### src/rtl/dma_seq_pkg.sv
package dma_seq_pkg;
  localparam int unsigned REG_AW = 3;
  localparam int unsigned REG_DW = 32;

  localparam logic [REG_AW-1:0] REG_SRC  = 3'd0;
  localparam logic [REG_AW-1:0] REG_DST  = 3'd1;
  localparam logic [REG_AW-1:0] REG_LEN  = 3'd2;
  localparam logic [REG_AW-1:0] REG_CTRL = 3'd3;
  localparam logic [REG_AW-1:0] REG_ICLR = 3'd4;

  localparam int unsigned CTRL_W = 5;

  // bit 0 en, 1 src reload, 2 dst reload, 3 irq enable, 4 unmask
  typedef struct packed {
    logic unmask;
    logic int_en;
    logic rl_dst;
    logic rl_src;
    logic en;
  } ctrl_t;

  typedef enum logic [1:0] {ST_IDLE, ST_READ, ST_WRITE, ST_STALL} state_e;
endpackage

### src/rtl/dma_seq_regs.sv
module dma_seq_regs
  import dma_seq_pkg::*;
#(
  parameter int unsigned ADDR_W = 32,
  parameter int unsigned LEN_W  = 16
) (
  input  logic              clk_i,
  input  logic              rst_ni,
  input  logic              we_i,
  input  logic [REG_AW-1:0] addr_i,
  input  logic [REG_DW-1:0] wdata_i,
  input  logic              en_clr_i,
  input  logic              blk_end_i,
  input  logic              clr_i,
  output logic [ADDR_W-1:0] src_init_o,
  output logic [ADDR_W-1:0] dst_init_o,
  output logic [LEN_W-1:0]  len_o,
  output ctrl_t             ctrl_o,
  output logic              irq_o
);
  logic unused_wdata;
  assign unused_wdata = ^wdata_i;

  always_ff @(posedge clk_i or negedge rst_ni) begin
    if (!rst_ni) begin
      src_init_o <= '0;
      dst_init_o <= '0;
      len_o      <= '0;
    end else if (we_i) begin
      if (addr_i == REG_SRC) src_init_o <= wdata_i[ADDR_W-1:0];
      if (addr_i == REG_DST) dst_init_o <= wdata_i[ADDR_W-1:0];
      if (addr_i == REG_LEN) len_o      <= wdata_i[LEN_W-1:0];
    end
  end

  // software write wins over hardware enable clear
  always_ff @(posedge clk_i or negedge rst_ni) begin
    if (!rst_ni) ctrl_o <= '0;
    else if (we_i && addr_i == REG_CTRL) ctrl_o <= ctrl_t'(wdata_i[CTRL_W-1:0]);
    else if (en_clr_i) ctrl_o.en <= 1'b0;
  end

  // set at block end wins over a coincident clear
  always_ff @(posedge clk_i or negedge rst_ni) begin
    if (!rst_ni) irq_o <= 1'b0;
    else if (blk_end_i && ctrl_o.int_en) irq_o <= 1'b1;
    else if (clr_i) irq_o <= 1'b0;
  end

  assert_irq_hold_R9: assert property (@(posedge clk_i) disable iff (!rst_ni)
    irq_o && !clr_i |=> irq_o);
  assert_irq_set_R9: assert property (@(posedge clk_i) disable iff (!rst_ni)
    blk_end_i && ctrl_o.int_en |=> irq_o);
endmodule

### src/rtl/dma_seq_ptr.sv
module dma_seq_ptr #(
  parameter int unsigned ADDR_W = 32
) (
  input  logic              clk_i,
  input  logic              rst_ni,
  input  logic              load_i,
  input  logic              step_i,
  input  logic              next_i,
  input  logic              reload_i,
  input  logic [ADDR_W-1:0] init_i,
  output logic [ADDR_W-1:0] ptr_o
);
  always_ff @(posedge clk_i or negedge rst_ni) begin
    if (!rst_ni) ptr_o <= '0;
    else if (load_i) ptr_o <= init_i;
    else if (next_i) ptr_o <= reload_i ? init_i : ptr_o + 1'b1;
    else if (step_i) ptr_o <= ptr_o + 1'b1;
  end
endmodule

### src/rtl/dma_seq_ctrl.sv
module dma_seq_ctrl
  import dma_seq_pkg::*;
#(
  parameter int unsigned LEN_W  = 16,
  parameter int unsigned DATA_W = 32
) (
  input  logic              clk_i,
  input  logic              rst_ni,
  input  ctrl_t             ctrl_i,
  input  logic [LEN_W-1:0]  len_i,
  input  logic              clr_i,
  input  logic [DATA_W-1:0] rdata_i,
  output logic              rd_o,
  output logic              wr_o,
  output logic [DATA_W-1:0] wdata_o,
  output logic              load_o,
  output logic              step_o,
  output logic              next_o,
  output logic              blk_end_o,
  output logic              en_clr_o,
  output logic              done_o
);
  state_e            state_q, state_d;
  logic [LEN_W-1:0]  cnt_q, cnt_d;
  logic              done_d;
  logic              last_word;

  assign last_word = (cnt_q == len_i);
  assign rd_o      = (state_q == ST_READ);
  assign wr_o      = (state_q == ST_WRITE);

  always_comb begin
    state_d   = state_q;
    cnt_d     = cnt_q;
    load_o    = 1'b0;
    step_o    = 1'b0;
    next_o    = 1'b0;
    blk_end_o = 1'b0;
    en_clr_o  = 1'b0;
    done_d    = 1'b0;
    unique case (state_q)
      ST_IDLE: if (ctrl_i.en) begin
        load_o  = 1'b1;
        cnt_d   = '0;
        state_d = ST_READ;
      end
      ST_READ: state_d = ST_WRITE;
      ST_WRITE: begin
        if (!ctrl_i.en) begin
          state_d = ST_IDLE;          // abort at word boundary
        end else if (last_word) begin
          blk_end_o = 1'b1;
          cnt_d     = '0;
          if (!ctrl_i.rl_src && !ctrl_i.rl_dst) begin
            en_clr_o = 1'b1;
            done_d   = 1'b1;
            state_d  = ST_IDLE;
          end else begin
            next_o  = 1'b1;
            state_d = (ctrl_i.int_en && ctrl_i.unmask) ? ST_STALL : ST_READ;
          end
        end else begin
          step_o  = 1'b1;
          cnt_d   = cnt_q + 1'b1;
          state_d = ST_READ;
        end
      end
      ST_STALL: begin
        if (!ctrl_i.en) state_d = ST_IDLE;
        else if (clr_i) state_d = ST_READ;
      end
      default: state_d = ST_IDLE;
    endcase
  end

  always_ff @(posedge clk_i or negedge rst_ni) begin
    if (!rst_ni) begin
      state_q <= ST_IDLE;
      cnt_q   <= '0;
      done_o  <= 1'b0;
      wdata_o <= '0;
    end else begin
      state_q <= state_d;
      cnt_q   <= cnt_d;
      done_o  <= done_d;
      if (rd_o) wdata_o <= rdata_i;
    end
  end

  assert_write_follows_read_R2: assert property (@(posedge clk_i) disable iff (!rst_ni)
    wr_o |-> $past(rd_o));
  assert_read_completes_R10: assert property (@(posedge clk_i) disable iff (!rst_ni)
    rd_o |=> wr_o);
  assert_done_single_R6: assert property (@(posedge clk_i) disable iff (!rst_ni)
    done_o |=> !done_o);
  assert_done_quiet_R6: assert property (@(posedge clk_i) disable iff (!rst_ni)
    done_o |-> !rd_o && !wr_o);
endmodule

### src/rtl/dma_reload_seq.sv
module dma_reload_seq
  import dma_seq_pkg::*;
#(
  parameter int unsigned ADDR_W = 32,
  parameter int unsigned DATA_W = 32,
  parameter int unsigned LEN_W  = 16
) (
  input  logic              clk_i,
  input  logic              rst_ni,
  input  logic              reg_we_i,
  input  logic [2:0]        reg_addr_i,
  input  logic [31:0]       reg_wdata_i,
  output logic [ADDR_W-1:0] mem_addr_o,
  output logic              mem_rd_o,
  output logic              mem_wr_o,
  input  logic [DATA_W-1:0] mem_rdata_i,
  output logic [DATA_W-1:0] mem_wdata_o,
  output logic              irq_o,
  output logic              done_o
);
  logic [ADDR_W-1:0] src_init, dst_init, src_ptr, dst_ptr;
  logic [LEN_W-1:0]  len;
  ctrl_t             ctrl;
  logic              clr, load, step, nxt, blk_end, en_clr;

  assign clr = reg_we_i && (reg_addr_i == REG_ICLR);

  dma_seq_regs #(.ADDR_W(ADDR_W), .LEN_W(LEN_W)) u_regs (
    .clk_i, .rst_ni,
    .we_i(reg_we_i), .addr_i(reg_addr_i), .wdata_i(reg_wdata_i),
    .en_clr_i(en_clr), .blk_end_i(blk_end), .clr_i(clr),
    .src_init_o(src_init), .dst_init_o(dst_init), .len_o(len),
    .ctrl_o(ctrl), .irq_o(irq_o)
  );

  dma_seq_ptr #(.ADDR_W(ADDR_W)) u_src (
    .clk_i, .rst_ni, .load_i(load), .step_i(step), .next_i(nxt),
    .reload_i(ctrl.rl_src), .init_i(src_init), .ptr_o(src_ptr)
  );

  dma_seq_ptr #(.ADDR_W(ADDR_W)) u_dst (
    .clk_i, .rst_ni, .load_i(load), .step_i(step), .next_i(nxt),
    .reload_i(ctrl.rl_dst), .init_i(dst_init), .ptr_o(dst_ptr)
  );

  dma_seq_ctrl #(.LEN_W(LEN_W), .DATA_W(DATA_W)) u_ctrl (
    .clk_i, .rst_ni, .ctrl_i(ctrl), .len_i(len), .clr_i(clr),
    .rdata_i(mem_rdata_i), .rd_o(mem_rd_o), .wr_o(mem_wr_o),
    .wdata_o(mem_wdata_o), .load_o(load), .step_o(step), .next_o(nxt),
    .blk_end_o(blk_end), .en_clr_o(en_clr), .done_o(done_o)
  );

  assign mem_addr_o = mem_rd_o ? src_ptr : dst_ptr;

  // a freshly raised stalling interrupt blocks the bus on the next cycle
  assert_stall_quiet_R7: assert property (@(posedge clk_i) disable iff (!rst_ni)
    $rose(irq_o) && ctrl.int_en && ctrl.unmask && ctrl.en && !clr && !done_o
      |-> !mem_rd_o);
endmodule

### config.mk
export PLATFORM = sky130hd
export DESIGN_NAME = dma_reload_seq
export DESIGN_NICKNAME = d
export VERILOG_FILES = /design/src/rtl/dma_seq_pkg.sv /design/src/rtl/dma_seq_regs.sv /design/src/rtl/dma_seq_ptr.sv /design/src/rtl/dma_seq_ctrl.sv /design/src/rtl/dma_reload_seq.sv
export SDC_FILE = /design/constraint.sdc
export NUM_CORES = 1
export LEC_CHECK = 0
export BUFFER_PORTS_ARGS = -buffer_cell sky130_fd_sc_hd__buf_2
export CORE_ASPECT_RATIO = 2
export CORE_UTILIZATION = 36
export DETAILED_ROUTE_END_ITERATION = 16
export GPL_TIMING_DRIVEN = 0
export PLACE_DENSITY = 0.52
export SETUP_SLACK_MARGIN = 0.15
export SLEW_MARGIN = 20
export SYNTH_ARGS = -nofsm -noshare
export SYNTH_HDL_FRONTEND = slang
export SYNTH_SLANG_ARGS = --single-unit
### constraint.sdc
create_clock -name clk_i -period 2.6 [get_ports clk_i]
set_clock_uncertainty 0.2 [all_clocks]
set_input_delay 0.26 -clock clk_i [delete_from_list [all_inputs] [get_ports clk_i]]
set_output_delay 0.26 -clock clk_i [all_outputs]
set_load 0.005 [all_outputs]
==> out/metrics.cfg, run 1 <==
[status]
run_status = finished clean

[sta]
setup_viol = 0
rsz0062_at_grt = yes
fin_ws_ns = 0.1726
slew_headroom_pct = 46.01
final_hold_viol_count = 0
timing.final.crit_share_pct = 93.36
slew_viol_final = 0
fmax_ghz = 0.4120
finalCriticalPeriod_ns = 2.427
worst_pin_slew_ns = 0.8099

[synthesis]
synth.most_common_cell = dfrtp_1
ys_seq_area_share_pct = 49.85
synth-seq-cells = 201
synth_area_leaders = dfrtp_1 50%, mux2_2 15%, nand2_1 2.9%
syn_area_um2 = 10090
avgSynthCellArea_um2 = 10.78
synthArstFlopShare_pct = 100.0
ys_types = 60
synth-main-ff-cell = dfrtp_1
yosysTopAreaCellShare_pct = 49.85
synth_edf_count = 0
synthTopCellsByCount = 201 x dfrtp_1, 133 x mux2_2, 78 x nand2_1
synth_cells = 936
syn-num-nets = 1009
synth_top_area_cell = dfrtp_1
yosysWarnings = 0

[drt]
firstDrtPassIters = 5
remaining_drc_errors = 0
vias = 8822
avgRoutedWirePerCell_um = 22.52
via_per_inst = 5.531
routed_wl_mm = 35.92
final_antenna_net_count = 0
drtIter0Drc = 569

[die]
die_area_um2 = 28740
die_w_um = 120.4
rows = 86
pin_count = 138
initial_core_util_pct = 36.63
coreArea_um2 = 27550
die_h_um = 238.8

[global_routing]
grt_pass1_wl_mm = 53.05
antenna_found_initial = 0
grt.total_usage_pct = 24.73
first_global_vias = 9057
overflow = 0
grt_max_degree = 77

[place]
pre_cts_ws_ns = -0.7258
placed_cells = 1427
gp_congestion = 0.9077
hpwl_mm = 25.71
numPortBuffers = 137
dpl_cell_area_um2 = 11290

[final_layout]
num_antenna_cells = 0
fin_util_pct = 50.47
syn2layout_area_growth_pct = 37.79
seqCellArea_um2 = 5045
n_fill_cell = 2619
design_area_um2 = 13900
drive_gt1_share_pct = 38.21
nNetsFinal = 1304
multi_input_area_um2 = 5036
fin_cells = 1595

[setup_path]
cp-start-kind = flop
r2r_slack_ns = 0.17
crit_required_ns = 2.80
reg2reg_depth = 9
arrival_ns = 2.62
critPathKind = flop to flop
end_kind = flop
critPathMaxFanout = 5

[power]
seqPwrFrac_pct = 37.5
power.density_nw_per_um2 = 1005
combPwrFrac_pct = 40.2
power_frac_clock_pct = 22.3
power.internal_w = 0.008845
power_leakage_nw = 6.091
power.total_w = 0.01397
switching_share_pct = 36.71
peakVddDrop_uv = 634.0
p_sw_w = 0.005130

[clocking]
cts_buffers = 21
clk_path_buf_depth = 3
cts_sinks = 201
cts_root_buffer = clkbuf_16
cts_tree = done
clock_latency_ns = 0.51
h-tree-depth = 1
clk_pin_slew_ns = 0.06

[job]
drv_cap = 0

[worst_hold_path]
hp-class = input pin to async pin

==> power groups by stage <==
| stage | Sequential, W | Clock [W] | Combinational, W |
|---|---|---|---|
| 6_report | 0.00524 | 0.00312 | 0.00562 |
| 3_5_place_dp | 0.00522 | 0 | 0.00446 |
| 2_1_floorplan | 0.00491 | 0 | 0.00274 |
| 5_1_grt | 0.00535 | 0.00329 | 0.00600 |
| 3_3_place_gp | 0.00521 | 0 | 0.00439 |
| 4_1_cts | 0.00519 | 0.00318 | 0.00517 |
==> layout by cell type (no fill, tap or decap), types with 7 or more instances in the layout <==
master / synthesis / routed
dfrtp_1: 201 / 189
buf_2: 13 / 140
mux2_2: 133 / 128
nand2_1: 78 / 77
dlygate4sd3_1: 0 / 67
buf_4: 4 / 54
nand3_1: 52 / 48
o21ai_0: 49 / 37
a21oi_1: 38 / 34
inv_1: 33 / 32
nor2_1: 35 / 30
clkbuf_16: 0 / 28
nand4_1: 24 / 24
xor2_1: 23 / 21
o21ai_1: 15 / 20
a2bb2oi_1: 20 / 18
mux2i_1: 18 / 17
and3_1: 15 / 15
a22oi_1: 15 / 15
buf_6: 4 / 14
clkbuf_1: 25 / 13
or3_1: 12 / 12
nor3_1: 15 / 12
dfrtp_2: 0 / 12
o22ai_1: 11 / 11
clkbuf_8: 0 / 11
buf_12: 0 / 10
a32oi_1: 9 / 9
o21ai_2: 4 / 7
==> final cells by class <==
type                    instances  share of cell area, %
clock buffers                  33                  4.752
clock inverters                 2                 0.2790
well taps                     352                  3.168
plain buffers                  47                  3.537
inverters                      33                 0.8910
flip-flops and latches        201                  36.29
multi-input cells             655                  36.23
repair buffers                272                  14.86
==> critical path, cell delays in order (launching register included) <==
cell       delay [ns]
dfrtp_1          0.43
xor2_2           0.25
nor4_2           0.06
buf_4            0.15
and4_4           0.16
buf_6            0.12
a31oi_4          0.41
buf_6            0.22
mux2i_4          0.23
a2bb2oi_2        0.07
==> sequential cells by signal (all words and copies together), names as in the netlist <==
name and count:
u_ctrl.cnt_q 16, u_ctrl.done_o 1, u_ctrl.state_q 2, u_ctrl.wdata_o 32, u_dst.ptr_o 32, u_regs.ctrl_o 5, u_regs.dst_init_o 32, u_regs.irq_o 1
u_regs.len_o 16, u_regs.src_init_o 32, u_src.ptr_o 32
==> final timing paths <==
kind                               endpoint                 start
max in group asynchronous  u_ctrl.cnt_q[10]                rst_ni
hold / removal                 u_regs.irq_o                rst_ni
setup / recovery            u_src.ptr_o[17]       u_regs.len_o[4]
min in group clk_i         u_regs.ctrl_o[0]         reg_addr_i[1]
setup reg to reg            u_src.ptr_o[17]       u_regs.len_o[4]
hold reg to reg              u_src.ptr_o[8]  u_regs.src_init_o[8]
==> logic make-up after synthesis <==
group	after synthesis	synth area share (%)
flops	201	49.85
simple gates	266	13.37
buf+inv	80	3.584
compound gates	207	13.77
mux	151	16.63
fa+ha+maj	3	0.3721
xor+xnor	28	2.431
==> per-stage QoR <==
| stage | setup TNS (ns) | hold WS, ns |
|---|---|---|
| 4_1_cts | 0 | 0.05407 |
| 2_1_floorplan | 0 | -0.2356 |
| 6_report | 0 | 0.06411 |
| 5_1_grt | 0 | 0.07731 |
| 3_5_place_dp | -47.46 | 0.02439 |
| 3_3_place_gp | -583.71 | 0.2663 |
==> per-layer routing <==
metal  global-route usage (%)  up-vias  wire length, um
met3                    2.672      120             1405
met5                        0        -                0
met2                    47.27      328            19660
met4                    17.02        0             2939
met1                    24.36     4323            11920
li1                         -     4051                -
==> timing repair <==
action / CTS / global route
pin swaps: 20 / 14
endpoints found under the setup margin: 126 / 107
endpoints found under the hold margin: 243 / 0
hold buffers: 67 / 0
gates cloned: 0 / 4
gates resized for setup: 100 / 69
setup buffers: 40 / 22
Note: power is estimated with default switching activity, not from simulation.
==> inputs of run 2 (changes only) <==
- CORE_MARGIN: unset -> 5
==> run 2 against run 1 <==
Worst hold slack worse by 0.058 ns. Critical path depth is the same. Via count increased by 3.5%. Register-to-register slack got worse by 0.07 ns. Critical path type unchanged.
==> out/metrics.cfg, run 2 (synthesized netlist as in run 1, its figures left out) <==
[status]
run_status = finished clean

[setup_path]
crit_buf_inv = 3
cp_slowest_cell = dfrtp_1
critPathMaxFanout = 6
cp-start-kind = flop
end_kind = flop
crit_required_ns = 2.79
critPathKind = flop to flop
crit_chain = xor2_1 > nor4_4 > buf_4 > nand4_4 > buf_6 > o21ai_4 > buf_12 > o21ai_2 > a221o_1
critPathTopFamily = simple AND/OR/NAND/NOR gates
crit_path_max_incr_delay_ns = 0.39
arrival_ns = 2.69

[final_layout]
n_fill_cell = 2485
num_antenna_cells = 0
nNetsFinal = 1319
layout_common_cells = 191 x dfrtp_1, 139 x buf_2, 124 x mux2_2, 77 x nand2_1, 66 x dlygate4sd3_1
fin_util_pct = 51.72
drive_gt1_share_pct = 40.24
syn2layout_area_growth_pct = 41.77
fin_cells = 1612
final_common_cell = dfrtp_1

[power]
power.internal_w = 0.009145
p_sw_w = 0.005390
power.total_w = 0.01454
switching_share_pct = 37.08
power_frac_clock_pct = 22.2
power_leakage_nw = 6.261
peakVddDrop_uv = 743.3
power.density_nw_per_um2 = 1016
seqPwrFrac_pct = 36.1
combPwrFrac_pct = 41.7

[die]
coreArea_um2 = 27650
pin_count = 138
initial_core_util_pct = 36.49
die_area_um2 = 31680
die_h_um = 246.8
rows = 86
die_w_um = 128.4

[sta]
timing.final.crit_share_pct = 96.18
worst_pin_slew_ns = 0.8317
setup_viol = 0
final_hold_viol_count = 0
slew_headroom_pct = 44.55
finalCriticalPeriod_ns = 2.501
slew_viol_final = 0
fmax_ghz = 0.3999
hold_ws_ns = 0.006551
setup-tns-final_ns = 0
rsz0062_at_grt = yes

[place]
gp_congestion = 0.9069
placed_cells = 1428
numPortBuffers = 137
hpwl_mm = 26.39

[global_routing]
grt_pass1_wl_mm = 55.41
grt_max_degree = 91
first_global_vias = 9366
overflow = 0
antenna_found_initial = 0
grt.total_usage_pct = 22.97

[drt]
avgRoutedWirePerCell_um = 23.73
remaining_drc_errors = 0
final_antenna_net_count = 0
routed_wl_mm = 38.26
firstDrtPassIters = 7
drtIter0Drc = 612
via_per_inst = 5.666
vias = 9133

[worst_hold_path]
hp-class = input pin to flop

[clocking]
clock_latency_ns = 0.51
cts_sinks = 201
h-tree-depth = 1
cts_root_buffer = clkbuf_16
clk_path_buf_depth = 3
cts_tree = done
clk_pin_slew_ns = 0.06
cts_buffers = 21

[job]
drv_cap = 0

==> run 2: power groups by stage <==
stage                     clock (W)  combinational, W  sequential, W
after floorplan                   0           0.00274        0.00491
after global placement            0           0.00442        0.00521
after detailed placement          0           0.00449        0.00523
after CTS                   0.00328           0.00541        0.00520
after global routing        0.00340           0.00645        0.00539
final                       0.00323           0.00606        0.00525
==> run 2: worst paths after layout <==
check	start	end	slack [ns]	depth (start not counted)
max	u_regs.len_o[15]	u_src.ptr_o[2]	0.1	9
min	reg_we_i	u_regs.irq_o	0.007	4
max reg2reg	u_regs.len_o[15]	u_src.ptr_o[2]	0.1	9
min reg2reg	u_regs.src_init_o[1]	u_src.ptr_o[1]	0.29	2
max in group asynchronous	rst_ni	u_dst.ptr_o[13]	1.01	5
min in group asynchronous	rst_ni	u_regs.dst_init_o[3]	0.15	3
==> run 2: through the flow <==
step	cell area, um^2	setup WS (ns)
6_report	14300	0.09944
5_1_grt	14300	0.04929
4_1_cts	13720	0.1125
3_5_place_dp	11310	-0.6731
3_3_place_gp	11220	-2.683
2_1_floorplan	10090	0.3411
==> run 2: what timing repair did <==
item | CTS | global route
gates resized for setup | 127 | 82
hold endpoints to repair | 210 | 0
hold buffers | 66 | 0
gates cloned | 2 | 7
buffers inserted | 50 | 22
endpoints found under the setup margin | 122 | 103
pin swaps | 31 | 13
==> run 2: cell type report <==
type                    count  area, um^2  share of cell area, %
multi-input cells         656        5186                  36.26
flip-flops and latches    201        5042                  35.25
repair buffers            286        2275                  15.90
clock buffers              31       643.1                  4.496
plain buffers              47       509.2                  3.560
well taps                 352       440.4                  3.079
inverters                  33       123.9                 0.8660
clock inverters             6       83.83                 0.5861
==> run 2: worst min-delay path: cells and delay by family <==
family	cells	cell delay, ns
buf+inv	1	0.10
simple gates	3	0.32
==> run 2: routing by layer <==
metal	track usage (%)	wire length, um	part of all wire (%)	up-vias
li1	-	-	-	4075
met1	22.89	12150	32	4545
met2	44.13	21420	56	382
met3	2.421	1850	4.8	131
met4	14.22	2837	7.4	0
met5	0	0	0	-
